<file path="src/rtl/seqp_pkg.sv">
package seqp_pkg;

    typedef enum logic [2:0] {
        TY_NONE = 3'd0,
        TY_OVF  = 3'd1,
        TY_MARK = 3'd2,
        TY_SYS  = 3'd3,
        TY_CHAN = 3'd4,
        TY_DATA = 3'd5,
        TY_CMD  = 3'd6
    } msg_type_e;

    typedef enum logic [1:0] {
        PS_IDLE = 2'd0,
        PS_TIME = 2'd1,
        PS_MSG  = 2'd2
    } pstate_e;

    localparam logic [7:0] RD_COND     = 8'hF9;
    localparam logic [7:0] RD_END      = 8'hFC;
    localparam logic [7:0] RD_CLK      = 8'hFD;
    localparam logic [7:0] TM_OVF      = 8'hF8;
    localparam logic [7:0] TM_LIMIT    = 8'hF0;
    localparam logic [7:0] SYS_END     = 8'hF7;
    localparam logic [7:0] CMD_SYSSEND = 8'hDF;

    function automatic logic is_track_req(input logic [7:0] b);
        return b[7:3] == 5'b11110;
    endfunction

    function automatic logic is_single_cmd(input logic [7:0] b);
        return b[7:3] == 5'b11010;
    endfunction

endpackage

</file>
<file path="src/rtl/seqp_classify.sv">
module seqp_classify
    import seqp_pkg::*;
(
    input  logic [7:0] first_byte,
    input  logic       for_cond,
    output msg_type_e  ty
);
    always_comb begin
        if (for_cond)                ty = TY_CMD;
        else if (first_byte >= 8'hF8) ty = TY_MARK;
        else if (first_byte >= 8'hF0) ty = TY_SYS;
        else if (first_byte >= 8'h80) ty = TY_CHAN;
        else                          ty = TY_DATA;
    end
endmodule

</file>
<file path="src/rtl/seqp_direct.sv">
module seqp_direct
    import seqp_pkg::*;
(
    input  logic       clk,
    input  logic       rst,
    input  logic       cmd_vld,
    input  logic [7:0] cmd_byte,
    input  logic       data_vld,
    input  logic [7:0] data_byte,
    input  logic       allthru_en,
    output logic       claim,
    output logic       midi_vld,
    output logic [7:0] midi_byte
);
    logic one_armed;
    logic sys_armed;
    logic blocked;

    assign claim   = one_armed | sys_armed;
    assign blocked = (data_byte >= TM_LIMIT) && !allthru_en;

    always_ff @(posedge clk) begin
        if (rst) begin
            one_armed <= 1'b0;
            sys_armed <= 1'b0;
            midi_vld  <= 1'b0;
            midi_byte <= 8'h00;
        end else begin
            midi_vld <= 1'b0;
            if (data_vld && one_armed) begin
                if (!blocked) begin
                    midi_vld  <= 1'b1;
                    midi_byte <= data_byte;
                    one_armed <= 1'b0;
                end
            end else if (data_vld && sys_armed) begin
                if (data_byte == SYS_END) begin
                    sys_armed <= 1'b0;
                end else if (!blocked) begin
                    midi_vld  <= 1'b1;
                    midi_byte <= data_byte;
                end
            end
            if (cmd_vld) begin
                if (is_single_cmd(cmd_byte)) begin
                    one_armed <= 1'b1;
                    sys_armed <= 1'b0;
                end else if (cmd_byte == CMD_SYSSEND) begin
                    sys_armed <= 1'b1;
                    one_armed <= 1'b0;
                end
            end
        end
    end

    assert_midi_from_data_R9: assert property (@(posedge clk) disable iff (rst)
        midi_vld |-> $past(data_vld));

    assert_sysend_held_R10: assert property (@(posedge clk) disable iff (rst)
        (midi_vld && $past(sys_armed) && !$past(one_armed)) |-> (midi_byte != SYS_END));

endmodule

</file>
<file path="src/rtl/seqp_fill.sv">
module seqp_fill
    import seqp_pkg::*;
#(
    parameter int TRK_N   = 8,
    parameter int MSG_MAX = 8,
    localparam int TRK_W  = $clog2(TRK_N),
    localparam int IDX_W  = $clog2(MSG_MAX),
    localparam int CNT_W  = $clog2(MSG_MAX + 1)
) (
    input  logic             clk,
    input  logic             rst,
    input  logic             rd_vld,
    input  logic [7:0]       rd_byte,
    input  logic             data_vld,
    input  logic [7:0]       data_byte,
    output logic             tgt_cond,
    output logic [TRK_W-1:0] tgt_trk,
    output logic             cnt_wr,
    output logic [7:0]       cnt_val,
    output logic             msg_wr,
    output logic [IDX_W-1:0] msg_idx,
    output logic [7:0]       msg_val,
    output logic             typ_wr,
    output logic [2:0]       typ_val,
    output logic             entry_done
);
    pstate_e          st;
    logic [CNT_W-1:0] n_msg;
    msg_type_e        cls;

    seqp_classify u_cls (
        .first_byte (data_byte),
        .for_cond   (tgt_cond),
        .ty         (cls)
    );

    always_ff @(posedge clk) begin
        if (rst) begin
            st         <= PS_IDLE;
            tgt_cond   <= 1'b0;
            tgt_trk    <= '0;
            n_msg      <= '0;
            cnt_wr     <= 1'b0;
            cnt_val    <= 8'h00;
            msg_wr     <= 1'b0;
            msg_idx    <= '0;
            msg_val    <= 8'h00;
            typ_wr     <= 1'b0;
            typ_val    <= TY_NONE;
            entry_done <= 1'b0;
        end else begin
            cnt_wr     <= 1'b0;
            msg_wr     <= 1'b0;
            typ_wr     <= 1'b0;
            entry_done <= 1'b0;
            if (rd_vld) begin
                if (is_track_req(rd_byte)) begin
                    st       <= PS_TIME;
                    tgt_cond <= 1'b0;
                    tgt_trk  <= rd_byte[TRK_W-1:0];
                    cnt_wr   <= 1'b1;
                    cnt_val  <= 8'h00;
                end else if (rd_byte == RD_COND) begin
                    st       <= PS_TIME;
                    tgt_cond <= 1'b1;
                    cnt_wr   <= 1'b1;
                    cnt_val  <= 8'h00;
                end else if (rd_byte == RD_END || rd_byte == RD_CLK) begin
                    st <= PS_IDLE;
                end
            end else if (data_vld) begin
                unique case (st)
                    PS_TIME: begin
                        n_msg  <= '0;
                        cnt_wr <= 1'b1;
                        if (data_byte < TM_LIMIT) begin
                            cnt_val <= data_byte;
                            st      <= PS_MSG;
                        end else if (data_byte == TM_OVF) begin
                            cnt_val    <= TM_OVF;
                            typ_wr     <= 1'b1;
                            typ_val    <= TY_OVF;
                            entry_done <= 1'b1;
                            st         <= PS_IDLE;
                        end else begin
                            cnt_val <= TM_OVF;
                            st      <= PS_IDLE;
                        end
                    end
                    PS_MSG: begin
                        if (n_msg < CNT_W'(MSG_MAX)) begin
                            msg_wr  <= 1'b1;
                            msg_idx <= n_msg[IDX_W-1:0];
                            msg_val <= data_byte;
                            n_msg   <= n_msg + CNT_W'(1);
                            if (n_msg == '0) begin
                                typ_wr     <= 1'b1;
                                typ_val    <= cls;
                                entry_done <= 1'b1;
                            end
                        end
                    end
                    default: ;
                endcase
            end
        end
    end

    assert_one_field_R12: assert property (@(posedge clk) disable iff (rst)
        !(cnt_wr && msg_wr));

    assert_read_clears_R2: assert property (@(posedge clk) disable iff (rst)
        ($past(!rst) && $past(rd_vld) && is_track_req($past(rd_byte)))
            |-> (cnt_wr && cnt_val == 8'h00 && !tgt_cond));

    assert_ovf_entry_R5: assert property (@(posedge clk) disable iff (rst)
        (typ_wr && typ_val == TY_OVF) |-> (cnt_wr && cnt_val == TM_OVF && entry_done));

    assert_type_first_R8: assert property (@(posedge clk) disable iff (rst)
        (typ_wr && !cnt_wr) |-> (msg_wr && msg_idx == '0));

    assert_later_index_R7: assert property (@(posedge clk) disable iff (rst)
        (msg_wr && !typ_wr) |-> (msg_idx != '0));

    assert_done_typed_R8: assert property (@(posedge clk) disable iff (rst)
        entry_done |-> typ_wr);

endmodule

</file>
<file path="src/rtl/seq_track_parser.sv">
module seq_track_parser
    import seqp_pkg::*;
#(
    parameter int TRK_N   = 8,
    parameter int MSG_MAX = 8,
    localparam int TRK_W  = $clog2(TRK_N),
    localparam int IDX_W  = $clog2(MSG_MAX)
) (
    input  logic             clk,
    input  logic             rst,
    input  logic             host_rd_vld,
    input  logic [7:0]       host_rd_byte,
    input  logic             cmd_vld,
    input  logic [7:0]       cmd_byte,
    input  logic             data_vld,
    input  logic [7:0]       data_byte,
    input  logic             param_busy,
    input  logic             allthru_en,
    output logic             tgt_cond,
    output logic [TRK_W-1:0] tgt_trk,
    output logic             cnt_wr,
    output logic [7:0]       cnt_val,
    output logic             msg_wr,
    output logic [IDX_W-1:0] msg_idx,
    output logic [7:0]       msg_val,
    output logic             typ_wr,
    output logic [2:0]       typ_val,
    output logic             entry_done,
    output logic             midi_vld,
    output logic [7:0]       midi_byte
);
    logic data_ok;
    logic claim;
    logic parse_vld;

    assign data_ok   = data_vld && !param_busy;
    assign parse_vld = data_ok && !claim;

    seqp_direct u_direct (
        .clk        (clk),
        .rst        (rst),
        .cmd_vld    (cmd_vld),
        .cmd_byte   (cmd_byte),
        .data_vld   (data_ok),
        .data_byte  (data_byte),
        .allthru_en (allthru_en),
        .claim      (claim),
        .midi_vld   (midi_vld),
        .midi_byte  (midi_byte)
    );

    seqp_fill #(
        .TRK_N   (TRK_N),
        .MSG_MAX (MSG_MAX)
    ) u_fill (
        .clk        (clk),
        .rst        (rst),
        .rd_vld     (host_rd_vld),
        .rd_byte    (host_rd_byte),
        .data_vld   (parse_vld),
        .data_byte  (data_byte),
        .tgt_cond   (tgt_cond),
        .tgt_trk    (tgt_trk),
        .cnt_wr     (cnt_wr),
        .cnt_val    (cnt_val),
        .msg_wr     (msg_wr),
        .msg_idx    (msg_idx),
        .msg_val    (msg_val),
        .typ_wr     (typ_wr),
        .typ_val    (typ_val),
        .entry_done (entry_done)
    );

    assert_busy_ignored_R11: assert property (@(posedge clk) disable iff (rst)
        ($past(!rst) && $past(data_vld && param_busy && !host_rd_vld))
            |-> !(cnt_wr || msg_wr || midi_vld));

    assert_no_split_R9: assert property (@(posedge clk) disable iff (rst)
        !(midi_vld && msg_wr));

endmodule

</file>
<file path="config.mk">
export PLATFORM = sky130hd
export DESIGN_NAME = seq_track_parser
export DESIGN_NICKNAME = d
export VERILOG_FILES = /design/src/rtl/seqp_pkg.sv /design/src/rtl/seqp_classify.sv /design/src/rtl/seqp_direct.sv /design/src/rtl/seqp_fill.sv /design/src/rtl/seq_track_parser.sv
export SDC_FILE = /design/constraint.sdc
export NUM_CORES = 1
export LEC_CHECK = 0
export ABC_AREA = 1
export CAP_MARGIN = 10
export CORE_ASPECT_RATIO = 1.5
export CORE_MARGIN = 5
export CORE_UTILIZATION = 30
export DETAILED_ROUTE_END_ITERATION = 10
export PLACE_DENSITY = 0.67
export SLEW_MARGIN = 40
export SYNTH_ARGS = -nofsm -noshare
export SYNTH_HDL_FRONTEND = slang
export SYNTH_SLANG_ARGS = --single-unit
</file>
<file path="constraint.sdc">
create_clock -name clk -period 3.5 [get_ports clk]
set_input_delay 0.7 -clock clk [delete_from_list [all_inputs] [get_ports clk]]
set_output_delay 0.7 -clock clk [all_outputs]
set_load 0.05 [all_outputs]
</file>
======== Yosys cells after proc, flatten, opt, wreduce, memory -nomap -nowiden ========
Index checks and enable logic that the tools add are counted.
operators by class
  reductions and logical operators ........ 25
  $add $sub $neg .......................... 1
  mux-type cells .......................... 56
  order comparisons ....................... 5
  eq/ne operators ......................... 17
  bitwise operators ....................... 4
operators with widths
  kind                 number
  $mux 8               10
  $eq 8x8->1 const B   6
  $mux 1               28
  $ge 8x8->1 const B   3
  $mux 3               7
  $mux 2               7
  $eq 5x5->1 const B   2
  $reduce_bool 2->1    5
  $lt 8x8->1 const B   1
  $ne 2x1->1 const B   4
  $pmux 4 s2           1
  $reduce_and 4->1     2
  $reduce_and 7->1     1
  $pmux 3 s2           1
  $reduce_and 2->1     3
  $reduce_and 3->1     2
  $logic_and 1x1->1    5
  $add 4x1->4 const B  1
  $logic_not 4->1      1
  $lt 4x4->1 const B   1
  $mux 4               1
  $ne 4x1->1 const B   1
  $reduce_or 4->1      1
  $logic_not 1->1      3
  9 further kinds      11
storage, ports and cells
  register bits after elaboration ......... 46

======== Logic depth before layout (Yosys ltp) ========
  depth in word-level cells ............... 8
  gate-level depth with buffers ........... 10

======== Modules after synthesis ========
A second synthesis with hierarchy kept.
unflattened totals
  cell total of the unflattened synthesis .. 331
  area total of the unflattened synthesis .. 2348.5 um2
modules (own cells, without submodules)
  module            area an instance (um2)  times used  cells each
  seqp_fill         1621.6                  1           216
  seqp_direct       661.9                   1           101
  seqp_classify     45.0                    1           10
  seq_track_parser  20.0                    1           4

======== Worst setup path before layout ========
No wires, ideal clock.
  path kind ............................... register to output
  from .................................... register u_fill.typ_wr
  to ...................................... output typ_wr
  data arrival time ....................... 0.894 ns
  stages on the path, launching flop included .. 2
  required time ........................... 2.800 ns
  buffers on the path ..................... 1
  slack ................................... 1.906 ns
  path through ............................ dfxtp_1 buf_4
RTL lines
  what                      RTL line                text
  start: declaration        seqp_fill.sv:23         output logic typ_wr,
  start signal: assignment  seqp_fill.sv:48         typ_wr <= 1'b0;
  start signal: assignment  seqp_fill.sv:54         typ_wr <= 1'b0;
  start signal: assignment  seqp_fill.sv:81         typ_wr <= 1'b1;
  end: declaration          seq_track_parser.sv:26  output logic typ_wr,
No word-level cell between the ends.

==> flow_metrics.tcl <==
set metrics [dict create \
    fp.dieArea_sq_um 8810 \
    rows 37 \
    areaGrowthSynthToFinish_pct 39.5 \
    seq_area_frac_synth 0.438 \
    pin_count 70 \
    cts_inserted_buffers 5 \
    hold_slack_ns 0.487 \
    grt_pass1_wl_mm 8.96 \
    synth_cell_type_count 33 \
    synthesis.nets 314 \
    rsz0062_at_grt "false" \
    antenna_found_initial 0 \
    cts-root-to-sink-buffers 2 \
    nFillCells 710 \
    cts_resized 0 \
    synth.avg_cell_area_sq_um 7.53 \
    cts_tree "built" \
    ir_drop_mv 0.192 \
    cap_viol_max_count 0 \
    yosysWarnings 0 \
    drc 0 \
    diodes 0 \
    vias_per_cell 4.66 \
    tns_ns 0 \
    nets 381 \
    clkTransAtPathRegs_ns 0.09 \
    dp_hpwl_mm 4.20 \
    clockRootBuffer "clkbuf_8" \
    leakagePower_uw 0.00115 \
    vias 1979 \
    startpoint "rst" \
    drtAntennaViolNets 0 \
    track_usage 0.126 \
    finalCritPeriodShare 0.650 \
    powerDensity_nw_per_um2 347 \
    die_x_um 78.3 \
    chipHeight_um 112 \
    port_buffers 69 \
    worstSetupPathType "in -> reg" \
    postCtsSetupRepairBufs 0 \
    initial_core_util 0.307 \
    drtPass1Iterations 4 \
    dr.first_iter.drc_count 140 \
    final-setup-viol-count 0 \
    fin_cells 425 \
    relSlewSlack 0.509 \
    slew_violations 0 \
    syn_area_sq_um 2100 \
    hold_viol 0 \
    syn-instance-count 279 \
    finalWirelength_mm 5.33 \
    setup_ws_ns 1.23 \
    min_path_type "reg -> reg" \
    worstSetupEndpointType "flop" \
    routedWlPerCell_um 12.5 \
    utilization 0.428 \
    place_inst 417 \
    cp_max_fo 31 \
    period_needed_ns 2.27 \
    final_layout_size_suffix_gt1_frac 0.0663 \
    gp_congestion 0.786 \
    clk_latency_ns 0.30 \
    timing.fmax_mhz 440 \
    status "finished, final reports clean" \
    pre_cts_slack_ns 1.10 \
    core_sq_um 6850 \
    h-tree-depth 2 \
    gr-total-overflow 0 \
    required_ns 3.69 \
    max_slew.worst_pin.slew_ns 0.733 \
    rr_startpoint "u_fill.st[0]" \
    cts_num_sinks 46 \
    hold_buffers 0 \
    synth-seq-cells 46 \
    cp.arrival_ns 2.46 \
    skew_ns 0.00991 \
    worstSetupStartpointType "primary input" \
    hold_path_startpoint "u_fill.n_msg[1]" \
    grt_start_max_net_pins 32 \
    grt_pass1_vias 1956 \
]
-- path summary, 6_finish.rpt --
kind	cells past startpoint	end	slack, ns
min	2	u_fill.n_msg[1]	0.49
min reg2reg	2	u_fill.n_msg[1]	0.49
max	5	u_fill.cnt_val[1]	1.23
max reg2reg	6	u_fill.msg_val[7]	1.93
-- per-layer routing --
layer	share of wire	global-route usage	vias up
met4	0.016	0.0467	0
met1	0.42	0.144	878
met2	0.50	0.225	45
li1	-	-	1051
met3	0.058	0.0297	5
met5	0	0	-
-- registers in the layout (all words and copies together) (netlist names) --
name / count
u_direct.midi_byte: 8
u_fill.cnt_val: 8
u_fill.msg_val: 8
u_fill.n_msg: 4
u_fill.msg_idx: 3
u_fill.tgt_trk: 3
u_fill.typ_val: 3
u_fill.st: 2
u_direct.midi_vld: 1
u_direct.one_armed: 1
u_direct.sys_armed: 1
u_fill.cnt_wr: 1
u_fill.msg_wr: 1
u_fill.tgt_cond: 1
u_fill.typ_wr: 1
-- where the power goes --
group / switching (uW) / internal, uW / total, uW / leakage [uW]
Sequential: 1.38 / 525 / 526 / 0.000371
Clock: 187 / 213 / 400 / 0.0000504
Combinational: 46.8 / 43.5 / 90.3 / 0.000724
Total: 235 / 781 / 1020 / 0.00115
-- metrics by stage --
stage / area (sq um) / total power [uW]
after floorplan: 2100 / 579
after global routing: 2930 / 1050
after CTS: 2930 / 1030
final: 2930 / 1020
after global placement: 2820 / 630
after detailed placement: 2820 / 630
-- critical path: stages --
cell             delay [ns]
clkdlybuf4s50_1        0.45
buf_4                  0.20
clkinv_1               0.61
nand2_1                0.36
o21ai_0                0.12
-- cell usage in the layout, fill, tap and decap left out --
master / instances
a211oi_1: 2
a21oi_1: 32
a21oi_2: 1
a31oi_1: 3
buf_4: 1
bufinv_16: 1
clkbuf_8: 5
clkdlybuf4s50_1: 69
clkinv_1: 1
clkinv_2: 1
clkinvlp_4: 2
dfxtp_1: 46
ha_1: 4
inv_1: 30
inv_4: 1
nand2_1: 59
nand2_2: 1
nand3_1: 23
nand3_2: 2
nand3_4: 1
nand4_1: 4
nand4_4: 1
nor2_1: 23
nor2_2: 3
nor2_4: 1
nor3_1: 2
nor3_4: 1
nor3b_1: 1
o211a_1: 1
o21ai_0: 22
o21ai_1: 1
o21ai_2: 1
xor2_1: 1
-- synthesized netlist by cell type --
cell type	instances	area share
o21ai_2	1	0.0042
buf_6	2	0.011
nand4_4	1	0.010
a21oi_1	32	0.076
nand2_1	59	0.11
o21ai_1	1	0.0024
a211oi_1	2	0.0071
xor2_1	1	0.0042
nand3_2	2	0.0095
nand3_1	23	0.055
nand2_2	1	0.0030
inv_4	1	0.0030
nor2_2	3	0.0089
clkinv_2	1	0.0024
nor2_4	1	0.0054
nand4_1	4	0.012
a31oi_1	3	0.0089
inv_1	31	0.055
buf_4	1	0.0036
buf_2	2	0.0048
nor2_1	23	0.041
nor3b_1	1	0.0036
nor3_1	2	0.0048
clkbuf_8	1	0.0065
o21ai_0	22	0.052
ha_1	4	0.024
dfxtp_1	46	0.44
clkbuf_1	3	0.0054
o211a_1	1	0.0048
nand3_4	1	0.0083
a21oi_2	1	0.0042
buf_8	1	0.0071
nor3_4	1	0.0077
-- layout make-up --
class,instances,area [sq um],area share
clock buffer,5,68.8,0.0235
clock inverter,3,45.0,0.0154
inverter,33,128,0.0436
multi-input combinational,190,972,0.332
sequential,46,921,0.314
tap,78,97.6,0.0333
timing repair buffer,70,698,0.238
-- logic make-up (layout without fill, tap and decap cells) --
group                    Yosys count  count (layout)  share of synthesized area
AO/OA/AOI/OAI                     63              63                      0.160
buffers and inverters             43             111                     0.0989
adder cells (fa/ha/maj)            4               4                     0.0238
XOR/XNOR                           1               1                    0.00417
flip-flops                        46              46                      0.438
AND/OR/NAND/NOR                  122             122                      0.275
No activity file was read; power rests on OpenSTA's default activity.
